===== src/rtl/hsb_pkg.sv =====
package hsb_pkg;

    localparam int OPC_W = 4;
    localparam int CMD_W = 4;

    typedef enum logic [OPC_W-1:0] {
        OP_HALT   = 4'd0,
        OP_JUMP   = 4'd1,
        OP_JUMPZ  = 4'd2,
        OP_LOADA  = 4'd3,
        OP_LOADB  = 4'd4,
        OP_STOREA = 4'd5,
        OP_STOREB = 4'd6,
        OP_MOVEAB = 4'd7,
        OP_ADD    = 4'd8,
        OP_INPUT  = 4'd9,
        OP_OUTPUT = 4'd10,
        OP_FOPEN  = 4'd11,
        OP_FREAD  = 4'd12,
        OP_FCLOSE = 4'd13
    } opcode_e;

    typedef enum logic [CMD_W-1:0] {
        CMD_IDLE      = 4'd0,
        CMD_MEM_RD    = 4'd1,
        CMD_MEM_WR    = 4'd2,
        CMD_KEY_IN    = 4'd3,
        CMD_CON_OUT   = 4'd4,
        CMD_DSK_OPEN  = 4'd5,
        CMD_DSK_RD    = 4'd6,
        CMD_DSK_CLOSE = 4'd7,
        CMD_SYNC      = 4'd8,
        CMD_ACK       = 4'd9
    } cmd_e;

    typedef enum logic [2:0] {
        ST_FETCH,
        ST_DECODE,
        ST_LOAD,
        ST_CHAIN,
        ST_TAIL,
        ST_HALT
    } state_e;

    typedef struct packed {
        logic ir_ld;
        logic pc_inc;
        logic pc_jump;
        logic a_from_bus;
        logic b_from_bus;
        logic a_add;
    } dp_ctl_t;

    // Second bus command of the two-step device opcodes
    function automatic cmd_e chain_second(opcode_e op);
        case (op)
            OP_INPUT, OP_FREAD: return CMD_MEM_WR;
            OP_OUTPUT:          return CMD_CON_OUT;
            OP_FOPEN:           return CMD_DSK_OPEN;
            default:            return CMD_IDLE;
        endcase
    endfunction

endpackage


===== src/rtl/hsb_regs.sv =====
module hsb_regs import hsb_pkg::*; #(
    parameter int DATA_W = 16
) (
    input  logic              clk,
    input  logic              rst,
    input  dp_ctl_t           ctl,
    input  logic [DATA_W-1:0] bus_data_i,
    output logic [DATA_W-1:0] a_o,
    output logic [DATA_W-1:0] b_o,
    output logic [DATA_W-OPC_W-1:0] pc_o,
    output logic [DATA_W-1:0] ir_o
);
    localparam int ARG_W = DATA_W - OPC_W;

    logic [DATA_W-1:0] a_q, b_q, ir_q;
    logic [ARG_W-1:0]  pc_q;

    always_ff @(posedge clk) begin
        if (rst) begin
            a_q  <= '0;
            b_q  <= '0;
            ir_q <= '0;
            pc_q <= '0;
        end else begin
            if (ctl.ir_ld)
                ir_q <= bus_data_i;
            if (ctl.pc_inc)
                pc_q <= pc_q + 1'b1;
            else if (ctl.pc_jump)
                pc_q <= ir_q[ARG_W-1:0];
            if (ctl.a_from_bus)
                a_q <= bus_data_i;
            else if (ctl.a_add)
                a_q <= a_q + b_q;
            if (ctl.b_from_bus)
                b_q <= bus_data_i;
        end
    end

    assign a_o  = a_q;
    assign b_o  = b_q;
    assign pc_o = pc_q;
    assign ir_o = ir_q;


    fetch_pc_chk: assert property (@(posedge clk) disable iff (rst)
        ctl.pc_inc |=> pc_q == ARG_W'($past(pc_q) + 1'b1));


    add_result_chk: assert property (@(posedge clk) disable iff (rst)
        (ctl.a_add && !ctl.a_from_bus) |=> a_q == DATA_W'($past(a_q) + $past(b_q)));

endmodule


===== src/rtl/hsb_seq.sv =====
module hsb_seq import hsb_pkg::*; #(
    parameter int DATA_W = 16
) (
    input  logic              clk,
    input  logic              rst,
    input  logic [CMD_W-1:0]  rsp_cmd_i,
    input  logic [DATA_W-1:0] rsp_data_i,
    input  logic [DATA_W-1:0] a_i,
    input  logic [DATA_W-1:0] b_i,
    input  logic [DATA_W-OPC_W-1:0] pc_i,
    input  logic [DATA_W-1:0] ir_i,
    output dp_ctl_t           ctl_o,
    output logic [CMD_W-1:0]  cmd_o,
    output logic [DATA_W-OPC_W-1:0] addr_o,
    output logic [DATA_W-1:0] data_o,
    output logic              halted_o
);
    localparam int ARG_W = DATA_W - OPC_W;

    state_e            st_q;
    cmd_e              cmd_q, next_cmd_q;
    logic [ARG_W-1:0]  addr_q;
    logic [DATA_W-1:0] data_q;

    logic             ack;
    opcode_e          opc;
    logic [ARG_W-1:0] arg;

    assign ack = (rsp_cmd_i == CMD_ACK);
    assign opc = opcode_e'(ir_i[DATA_W-1 -: OPC_W]);
    assign arg = ir_i[ARG_W-1:0];

    always_comb begin
        ctl_o = '0;
        case (st_q)
            ST_FETCH: begin
                ctl_o.ir_ld  = ack;
                ctl_o.pc_inc = ack;
            end
            ST_DECODE: begin
                ctl_o.pc_jump = (opc == OP_JUMP) || (opc == OP_JUMPZ && a_i == '0);
                ctl_o.a_add   = (opc == OP_ADD);
            end
            ST_LOAD: begin
                ctl_o.a_from_bus = ack && (opc == OP_LOADA);
                ctl_o.b_from_bus = ack && (opc == OP_LOADB);
            end
            default: ;
        endcase
    end

    always_ff @(posedge clk) begin
        if (rst) begin
            st_q       <= ST_FETCH;
            cmd_q      <= CMD_MEM_RD;
            next_cmd_q <= CMD_IDLE;
            addr_q     <= '0;
            data_q     <= '0;
        end else begin
            case (st_q)
                ST_FETCH: if (ack) begin
                    st_q  <= ST_DECODE;
                    cmd_q <= CMD_IDLE;
                end
                ST_DECODE: begin
                    next_cmd_q <= chain_second(opc);
                    addr_q     <= arg;
                    case (opc)
                        OP_JUMP, OP_JUMPZ: begin
                            cmd_q <= CMD_SYNC;
                            st_q  <= ST_TAIL;
                        end
                        OP_LOADA, OP_LOADB: begin
                            cmd_q <= CMD_MEM_RD;
                            st_q  <= ST_LOAD;
                        end
                        OP_STOREA: begin
                            cmd_q  <= CMD_MEM_WR;
                            data_q <= a_i;
                            st_q   <= ST_TAIL;
                        end
                        OP_STOREB: begin
                            cmd_q  <= CMD_MEM_WR;
                            data_q <= b_i;
                            st_q   <= ST_TAIL;
                        end
                        OP_MOVEAB: begin
                            cmd_q  <= CMD_MEM_WR;
                            addr_q <= b_i[ARG_W-1:0];
                            data_q <= a_i;
                            st_q   <= ST_TAIL;
                        end
                        OP_ADD: begin
                            cmd_q  <= CMD_MEM_RD;
                            addr_q <= pc_i;
                            st_q   <= ST_FETCH;
                        end
                        OP_INPUT: begin
                            cmd_q <= CMD_KEY_IN;
                            st_q  <= ST_CHAIN;
                        end
                        OP_FREAD: begin
                            cmd_q <= CMD_DSK_RD;
                            st_q  <= ST_CHAIN;
                        end
                        OP_OUTPUT, OP_FOPEN: begin
                            cmd_q <= CMD_MEM_RD;
                            st_q  <= ST_CHAIN;
                        end
                        OP_FCLOSE: begin
                            cmd_q <= CMD_DSK_CLOSE;
                            st_q  <= ST_TAIL;
                        end
                        default: begin
                            cmd_q <= CMD_IDLE;
                            st_q  <= ST_HALT;
                        end
                    endcase
                end
                ST_LOAD: if (ack) begin
                    cmd_q <= CMD_SYNC;
                    st_q  <= ST_TAIL;
                end
                ST_CHAIN: if (ack) begin
                    cmd_q  <= next_cmd_q;
                    data_q <= rsp_data_i;
                    st_q   <= ST_TAIL;
                end
                ST_TAIL: if (ack) begin
                    cmd_q  <= CMD_MEM_RD;
                    addr_q <= pc_i;
                    st_q   <= ST_FETCH;
                end
                default: st_q <= ST_HALT;
            endcase
        end
    end

    assign cmd_o    = cmd_q;
    assign addr_o   = addr_q;
    assign data_o   = data_q;
    assign halted_o = (st_q == ST_HALT);


    hold_stable_chk: assert property (@(posedge clk) disable iff (rst)
        (st_q != ST_DECODE && st_q != ST_HALT && !ack)
        |=> ($stable(cmd_q) && $stable(addr_q) && $stable(data_q)));


    halt_sticky_chk: assert property (@(posedge clk) disable iff (rst)
        halted_o |=> (halted_o && cmd_q == CMD_IDLE));


    jumpz_hold_chk: assert property (@(posedge clk) disable iff (rst)
        (st_q == ST_DECODE && opc == OP_JUMPZ && a_i != '0) |=> $stable(pc_i));

endmodule


===== src/rtl/hsb_cpu.sv =====
module hsb_cpu import hsb_pkg::*; #(
    parameter int DATA_W = 16
) (
    input  logic                    clk,
    input  logic                    rst,
    input  logic [CMD_W-1:0]        rsp_cmd_i,
    input  logic [DATA_W-1:0]       rsp_data_i,
    output logic [CMD_W-1:0]        bus_cmd_o,
    output logic [DATA_W-OPC_W-1:0] bus_addr_o,
    output logic [DATA_W-1:0]       bus_data_o,
    output logic                    halted_o
);
    localparam int ARG_W = DATA_W - OPC_W;

    dp_ctl_t           ctl;
    logic [DATA_W-1:0] reg_a, reg_b, reg_ir;
    logic [ARG_W-1:0]  reg_pc;

    hsb_regs #(.DATA_W(DATA_W)) u_regs (
        .clk        (clk),
        .rst        (rst),
        .ctl        (ctl),
        .bus_data_i (rsp_data_i),
        .a_o        (reg_a),
        .b_o        (reg_b),
        .pc_o       (reg_pc),
        .ir_o       (reg_ir)
    );

    hsb_seq #(.DATA_W(DATA_W)) u_seq (
        .clk        (clk),
        .rst        (rst),
        .rsp_cmd_i  (rsp_cmd_i),
        .rsp_data_i (rsp_data_i),
        .a_i        (reg_a),
        .b_i        (reg_b),
        .pc_i       (reg_pc),
        .ir_i       (reg_ir),
        .ctl_o      (ctl),
        .cmd_o      (bus_cmd_o),
        .addr_o     (bus_addr_o),
        .data_o     (bus_data_o),
        .halted_o   (halted_o)
    );

endmodule


===== config.mk =====
export PLATFORM = sky130hd
export DESIGN_NAME = hsb_cpu
export DESIGN_NICKNAME = d
export VERILOG_FILES = /design/src/rtl/hsb_pkg.sv /design/src/rtl/hsb_regs.sv /design/src/rtl/hsb_seq.sv /design/src/rtl/hsb_cpu.sv
export SDC_FILE = /design/constraint.sdc
export NUM_CORES = 1
export LEC_CHECK = 0
export ABC_CLOCK_PERIOD_IN_PS = 2100
export CORE_ASPECT_RATIO = 1.75
export CORE_MARGIN = 5
export CORE_UTILIZATION = 50
export DETAILED_ROUTE_END_ITERATION = 12
export PLACE_DENSITY_LB_ADDON = 0.08
export SYNTH_ARGS = -nofsm -noshare
export SYNTH_HDL_FRONTEND = slang
export SYNTH_SLANG_ARGS = --single-unit

===== constraint.sdc =====
create_clock -name clk -period 2.1 [get_ports clk]
set_input_delay 0.63 -clock clk [delete_from_list [all_inputs] [get_ports clk]]
set_output_delay 0.63 -clock clk [all_outputs]
set_load 0.02 [all_outputs]

# Word-level counts from Yosys, hierarchy flattened
# Index checks and enable logic that the tools add are counted.
# op_classes
addsub,2
eq_ne,25
muxes,26
n_reduce_logical,24
# op_table
op,count
one-hot mux 16 bit (2 select lines),2
2-to-1 mux 16 bit,3
one-hot mux 12 bit (2 select lines),2
2-to-1 mux 12 bit,3
"== test 4 bit, second input constant",7
one-hot mux 3 bit (4 select lines),2
one-hot mux 4 bit (6 select lines),1
one-hot mux 4 bit (5 select lines),1
adder 16 bit,1
"== test 4 x 3 -> 1 bit, second input constant",4
logical NOT 16 bit,1
2-to-1 mux 4 bit,4
"adder 12 x 1 -> 12 bit, second input constant",1
"inequality test 2 x 1 -> 1 bit, second input constant",5
OR reduction 2 bit,5
2-to-1 mux 3 bit,3
one-hot mux 3 bit (3 select lines),1
"== test 4 x 2 -> 1 bit, second input constant",2
nonzero test 2 bit,4
"== test 3 x 2 -> 1 bit, second input constant",2
"== test 3 bit, second input constant",2
AND reduction 3 bit,2
OR reduction 6 bit,1
AND reduction 5 bit,1
13 further kinds,17
# totals
reg_bits,99
inputBits,22
output_inout_bits,33
wordCells,86

# Depth between registers and ports, before layout
# Gate-level depths: netlist (run 1).
# logic_depth
depth_word,6
depth_mapped,9
mapped_depth_nobuf,9

# Hierarchy
# Synthesis (run 1) repeated with hierarchy kept, for this count alone.
# hier_totals
hier_cells,651
hier_area_um2,5501.5
# modules_own_cells
module,n_inst,cells_each,area_per_inst_um2,seq_area_each_um2
hsb_regs,1,383,3274.4,1201.2
hsb_seq,1,268,2227.1,760.7

# Least setup slack after synthesis (run 1)
# Ideal clock, no wire load.
# synth_path
kind,input-to-reg
start,in rsp_cmd_i[2]
end,"reg u_regs.pc_q[9], in the netlist u_regs.pc_o[9]"
setup_ps,122
arrival_time_ps,1943
setup_slack_ps,35
cell_stages,5
n_path_buf,0
path_cell_list,nand4bb_1 -> nor4_2 -> nand4_1 -> o2111a_1 -> a311o_1
# synth_between
elab_chain_len,3
word_cells_on_any_way,4
# synth_lines
element,line,text
"start, declared",hsb_cpu.sv:6,"input logic [CMD_W-1:0] rsp_cmd_i,"
== test 4 bit *,hsb_seq.sv:29,assign ack = (rsp_cmd_i == CMD_ACK);
2-to-1 mux 2 bit *,hsb_seq.sv:35,case (st_q)
2-to-1 mux 12 bit / nonzero test 2 bit (equally long branches),n/a,
"end signal, assigned",hsb_regs.sv:28,pc_q <= pc_q + 1'b1;
"end signal, assigned",hsb_regs.sv:30,pc_q <= ir_q[ARG_W-1:0];
"end, declared",hsb_regs.sv:16,logic [ARG_W-1:0] pc_q;
# Mark *: on every way between the ends. The rest lies on a longest branch, timed or not.
# A chain may end at the register's enable or synchronous reset.

# Worst setup path in the final report (run 1)
# layout_path
start,"reg u_regs.a_q[1], in the netlist u_regs.a_o[1]"
end,"reg u_regs.pc_q[3], in the netlist u_regs.pc_o[3]"
# layout_between
elab_chain_len,5
# layout_lines
element,line,text
"start, declared",hsb_regs.sv:15,"logic [DATA_W-1:0] a_q, b_q, ir_q;"
"start signal, assigned",hsb_regs.sv:32,a_q <= bus_data_i;
"start signal, assigned",hsb_regs.sv:34,a_q <= a_q + b_q;
logical NOT 16 bit,hsb_seq.sv:41,ctl_o.pc_jump = (opc == OP_JUMP) || (opc == OP_JUMPZ && a_i == '0);
logical AND 1 bit,hsb_seq.sv:41,
logical OR 1 bit,hsb_seq.sv:41,
2-to-1 mux 1 bit,hsb_seq.sv:35,
nonzero test 2 bit (no source line),n/a,
# Every way passes these cells.

==> flow_summary.yaml, run 1 <==
outcome:
  status: "finished with violations"
  violations: "negative setup slack"
routing:
  wl_per_cell_um: 17.9
  dr.pass1.iters: 7
  vias: 5689
  ant_nets: 0
  drcViolationCount: 0
  drtIter0Drc: 330
  wl_um: 16900
  viasPerCell: 6.03
timing:
  hold_viol: 0
  fin_ws_ps: -74.1
  fmax_ghz: 0.460
  timing.slew.headroom_pct: 62.8
  finalSetupTns_ps: -544
  rsz0062_at_grt: "true"
  fin_skew_ps: 11.9
  tightest_slew_ps: 555
  drv_slew: 0
  post-route-min-period_ps: 2170
  min_period_over_period_pct: 104
  setup_viol: 11
worst_setup_path:
  rr_worst_depth: 10
  path_class: "reg -> reg"
  cp-end-kind: "register"
  max_stage_delay_ps: 330
  required_ps: 2390
  rr_startpoint: "u_regs.a_o[1]"
  reg2reg_slack_ps: -70
  cp_max_fo: 5
  start_kind: "register"
  critical_path.cell_chain: "buf_6 -> nor4_4 -> buf_4 -> nand4_1 -> o41ai_2 -> buf_4 -> buf_4 -> and2_4 -> a21oi_2 -> a21oi_1"
  crit_arrival_ps: 2460
  crit_top_cell: "buf_4"
  slowest_stage: "dfxtp_2"
  worst_r2r_endpoint: "u_regs.pc_o[3]"
hold_path:
  min_path_type: "reg -> reg"
  hold_start: "u_seq.data_o[13]"
  hold_depth: 2
  worstHoldEndpoint: "u_seq.data_o[13]"
yosys:
  netlist_top_cells_area: "dfxtp_1, a21oi_1, nand2_1"
  ys.flop_type: "dfxtp_1"
  netlist-cell-type-count: 59
  async_flop_share_pct: 0
  synth_fa_ha_area_share_pct: 4.02
  synthMuxAreaShare_pct: 5.67
  yosysSeqAreaShare_pct: 35.9
  synth_xor_xnor_area_share_pct: 1.76
  synth_edf_count: 0
  synth_area_um2: 5470
  synth_top_area_cell: "dfxtp_1"
  ys_seq_elements: 98
  synth_warnings: 0
  synth_most_common_cell: "nand2_1"
  synth_top_area_share_pct: 35.9
  synth_compound_area_share_pct: 25.2
  syn_avg_cell_area_um2: 7.73
  syn_inst: 708
  synth_top_family_by_area: "compound AO/OA/AOI/OAI gates"
  yosys.area_share.simple_pct: 22.7
  syn_nets: 747
  synth_top_cells_by_count: "nand2_1, a21oi_1, dfxtp_1"
global_route:
  grt.overflow.total: 0
  track_usage_pct: 26.3
  grt_pass1_vias: 5684
  grt_max_degree: 72
  grt_antenna_before_repair: 0
  grt_pass1_wl_um: 27800
floorplanning:
  die_h_um: 148
  coreArea_um2: 10700
  initial_utilization_pct: 51.1
  die_area_um2: 13200
  die_w_um: 89.1
  rows: 50
  ioPinCount: 55
clock_tree:
  cts.sink_count: 98
  clockBufferDepth: 2
  tritoncts: "built"
  htreeDepth: 3
  clk_pin_slew_ps: 80
  clock_latency_ps: 360
  ctsRootBufferMaster: "clkbuf_16"
  cts_buffers: 9
place:
  portBuffers: 54
  place_hpwl_um: 12000
  gp_congestion: 0.936
final_layout:
  drive_gt1_share_pct: 18.2
  fin_util_pct: 67.5
  n_antenna_cell: 0
  area_growth_syn_to_layout_pct: 32.0
  nets: 848
power:
  leakagePower_nw: 2.96
  power_density_nw_per_um2: 534
  ir_drop_mv: 0.439
flow_run:
  drv_cap: 0
==> sequential cells by signal, indices dropped and copies added, names as in the netlist <==
register,flops
u_seq.data_o,16
u_seq.st_q,3
u_seq.cmd_o,4
u_regs.a_o,16
u_regs.b_o,16
u_seq.next_cmd_q,3
u_regs.ir_o,16
u_seq.addr_o,12
u_regs.pc_o,12
==> cell usage in the layout, fill, tap and decap left out, types with 3 or more instances in the layout <==
master,synthesis,layout
nand2b_1,6,5
xor2_1,4,4
a22oi_1,22,20
o21ai_0,22,13
nand3b_1,3,3
dfxtp_1,98,94
and3_1,4,4
a21o_1,7,7
dfxtp_2,0,4
nor3_1,5,5
buf_4,1,73
nor2b_1,10,9
a211oi_1,16,14
nor4_4,1,3
buf_12,0,7
a21oi_1,98,90
nor4_1,6,5
o211ai_1,23,23
mux2i_1,31,31
a221oi_1,3,3
buf_6,3,5
a21oi_2,0,6
o21ai_2,0,4
o21ai_1,1,5
nand4_1,5,5
clkbuf_16,0,10
nor2_1,84,83
and2_1,4,4
clkdlybuf4s50_1,0,48
inv_1,8,8
nand2_1,108,104
nand2_2,1,5
nand3_1,20,19
xnor2_1,7,7
ha_1,16,15
a31oi_1,8,8
o22ai_1,3,3
==> kinds of logic after synthesis <==
logic type | Yosys count
buffers and inverters | 59
AND/OR/NAND/NOR | 270
flip-flops | 98
XOR/XNOR | 11
AO/OA/AOI/OAI | 222
adder cells (fa/ha/maj) | 17
multiplexers | 31
==> through the flow <==
stage / std cells / hold WS [ps] / power, mW / setup WS [ps] / cell area, µm²
6_report: 944 / 455 / 3.86 / -74.1 / 7220
5_1_grt: 944 / 471 / 4.00 / -197 / 7220
4_1_cts: 938 / 459 / 3.88 / -72.0 / 7070
3_5_place_dp: 919 / 448 / 2.22 / -405 / 6620
3_3_place_gp: 919 / 444 / 2.22 / -352 / 6620
2_1_floorplan: 708 / 432 / 2.08 / 34.6 / 5470
==> routing by layer <==
| metal | global-route usage [%] | up-vias | wire (µm) |
|---|---|---|---|
| met2 | 44.8 | 189 | 8710 |
| met3 | 3.77 | 45 | 761 |
| li1 | - | 2766 | - |
| met4 | 12.9 | 0 | 584 |
| met5 | 0 | - | 0 |
| met1 | 31.6 | 2689 | 6860 |
==> critical path, delay by kind of cell (launching register included) <==
kind | cells | cell delay, ps
AO/OA/AOI/OAI | 3 | 520
buffers and inverters | 4 | 600
AND/OR/NAND/NOR | 3 | 650
flip-flops | 1 | 330
==> timing repair <==
action | CTS | global route
hold buffers | 0 | 0
setup endpoints to repair | 46 | 50
gates cloned | 1 | 1
buffers inserted | 2 | 5
pin swaps | 13 | 17
resized for setup | 41 | 25
==> where the power goes <==
| part | internal, mW | switching (mW) |
|---|---|---|
| Combinational | 0.125 | 0.167 |
| Clock | 0.863 | 0.806 |
| Sequential | 1.88 | 0.0192 |
==> cell type report <==
| type | instances | area [µm²] |
|---|---|---|
| fill | 940 | 3480 |
| clock inverter | 6 | 56.3 |
| clock buffer | 10 | 239 |
| inverter | 8 | 30.0 |
| tap | 130 | 163 |
| timing repair buffer | 140 | 1310 |
| sequential | 98 | 1970 |
| multi-input combinational | 552 | 3460 |
==> worst max path at each step <==
stage / start / to / slack [ps]
after floorplan: rsp_cmd_i[2] / u_regs.pc_o[9] / 30
after global placement: u_regs.a_o[0] / u_regs.pc_o[11] / -350
after detailed placement: rsp_cmd_i[2] / u_seq.addr_o[0] / -410
after CTS: u_regs.a_o[0] / u_regs.pc_o[9] / -70
after global routing: u_regs.a_o[0] / u_regs.pc_o[8] / -200
final: u_regs.a_o[1] / u_regs.pc_o[3] / -70
Note: power is estimated with default switching activity, not from simulation.
==> run 2, diff against run 1 <==
--- a/config.mk
+++ b/config.mk
@@ -6,10 +6,12 @@
 export NUM_CORES = 1
 export LEC_CHECK = 0
 export ABC_CLOCK_PERIOD_IN_PS = 2100
+export CAP_MARGIN = 30
 export CORE_ASPECT_RATIO = 1.75
 export CORE_MARGIN = 5
 export CORE_UTILIZATION = 50
 export DETAILED_ROUTE_END_ITERATION = 12
+export MAX_ROUTING_LAYER = met4
 export PLACE_DENSITY_LB_ADDON = 0.08
 export SYNTH_ARGS = -nofsm -noshare
 export SYNTH_HDL_FRONTEND = slang
==> constraint.sdc (replaced) <==
create_clock -name clk -period 2.1 [get_ports clk]
set_input_delay 0.63 -clock clk [delete_from_list [all_inputs] [get_ports clk]]
set_output_delay 0.63 -clock clk [all_outputs]
set_load 0.05 [all_outputs]
==> flow_summary.yaml, run 2 (same netlist as run 1, synthesis figures left out) <==
power:
  ir_drop_mv: 0.506
  power_density_nw_per_um2: 581
  leakagePower_nw: 3.02
clock_tree:
  htreeDepth: 3
  clockBufferDepth: 2
  cts.sink_count: 98
  tritoncts: "built"
  clock_latency_ps: 360
  cts_hold_buf: 0
  cts_buffers: 9
  ctsRootBufferMaster: "clkbuf_16"
  clk_pin_slew_ps: 70
worst_setup_path:
  crit_arrival_ps: 2310
  worst_r2r_endpoint: "u_regs.pc_o[1]"
  required_ps: 2360
  path_class: "reg -> reg"
  reg2reg_slack_ps: 50
  start_kind: "register"
  cp_max_fo: 5
  rr_worst_depth: 8
  rr_startpoint: "u_regs.a_o[7]"
  cp-end-kind: "register"
routing:
  viasPerCell: 5.98
  drcViolationCount: 0
  dr.pass1.iters: 5
  wl_um: 16900
  wl_per_cell_um: 18.1
  dr_wl_met2_um: 8770
  drtIter0Drc: 283
  wl_met1_um: 6720
  vias: 5575
  dr_wl_met3_um: 900
  topRoutingLayerUsed: "met4"
  ant_nets: 0
final_layout:
  drive_gt1_share_pct: 21.0
  fill_cells: 930
  multiInputGateArea_um2: 3440
  nets: 837
  stdcell_count: 933
  layout_common_cells: "nand2_1, buf_4, dfxtp_1"
  area_growth_syn_to_layout_pct: 30.0
  n_antenna_cell: 0
  mostFrequentLayoutCell: "nand2_1"
  seq_area_um2: 1970
timing:
  timing.slew.headroom_pct: 61.5
  setup_viol: 0
  drv_slew: 0
  min_period_over_period_pct: 97.6
  fin_skew_ps: 9.91
  holdWs_ps: 459
  tightest_slew_ps: 575
  post-route-min-period_ps: 2050
  finalSetupTns_ps: 0
  hold_viol: 0
  fmax_ghz: 0.488
floorplanning:
  ioPinCount: 55
  rows: 50
  die_area_um2: 13200
  initial_utilization_pct: 51.1
  coreArea_um2: 10700
  die_w_um: 89.1
  die_h_um: 148
global_route:
  grt.overflow.total: 0
  grt_antenna_before_repair: 0
  track_usage_pct: 26.8
  grt_pass1_vias: 5528
  grt_pass1_wl_um: 27300
  grt_max_degree: 52
hold_path:
  hold_depth: 2
  hold_start: "u_seq.next_cmd_q[2]"
  min_path_type: "reg -> reg"
  worstHoldEndpoint: "u_seq.next_cmd_q[2]"
place:
  portBuffers: 54
  dp.cells: 917
  place_hpwl_um: 12100
  gp_congestion: 0.947
flow_run:
  drv_cap: 0
outcome:
  status: "completed"
[run 2: worst max path at each step]
stage | start | depth (start not counted) | endpoint | slack (ps)
floorplan | rsp_cmd_i[2] | 5 | u_regs.pc_o[9] | 30
global route | u_seq.st_q[0] | 4 | halted_o | -10
finish | u_regs.a_o[7] | 8 | u_regs.pc_o[1] | 50
CTS | u_regs.a_o[3] | 8 | u_regs.pc_o[9] | -10
detailed placement | rsp_cmd_i[2] | 9 | u_regs.pc_o[3] | -370
global placement | u_regs.a_o[0] | 10 | u_regs.pc_o[11] | -350
[run 2: per-stage QoR]
| stage | area, µm² | setup WS (ps) | power (mW) | util, % |
|---|---|---|---|---|
| after global routing | 7110 | -12.7 | 4.28 | 66.5 |
| after global placement | 6550 | -348 | 2.25 | 61.2 |
| after detailed placement | 6550 | -369 | 2.25 | 61.2 |
| after floorplan | 5470 | 34.6 | 2.11 | - |
| final | 7110 | 51.4 | 4.13 | 66.5 |
| after CTS | 6990 | -13.9 | 4.15 | 65.3 |
[run 2: power by group]
group | internal, mW | switching [mW]
Combinational | 0.119 | 0.200
Clock | 1.11 | 0.812
Sequential | 1.88 | 0.0176
Total | 3.10 | 1.03
[run 2: area by class of cell]
type                            count  area share (%)
Clock buffer                       10            3.36
Clock inverter                      6            1.48
Inverter                            8           0.422
Multi-Input combinational cell    552            48.4
Sequential cell                    98            27.7
Tap cell                          130            2.29
Timing Repair Buffer              129            16.4
[run 2: worst max-delay path, stage by stage (launching register included)]
cell	delay, ps
dfxtp_1	320
buf_4	140
nor4_2	250
nand4_1	190
o41ai_2	310
buf_4	220
and2_4	200
nand2_1	70
a311oi_1	250
[run 2: repair_timing]
action	in CTS	in global routing
gates cloned	1	0
buffers inserted	1	2
setup endpoints to repair	20	36
hold endpoints to repair	0	0
resized for setup	29	32
pin swaps	10	9
[run 2: per-layer routing]
layer / global-route usage [%] / vias to the layer above
met3: 3.94 / 34
met2: 45.9 / 181
li1: - / 2725
met4: 9.99 / 0
met1: 31.3 / 2635
met5: - / -
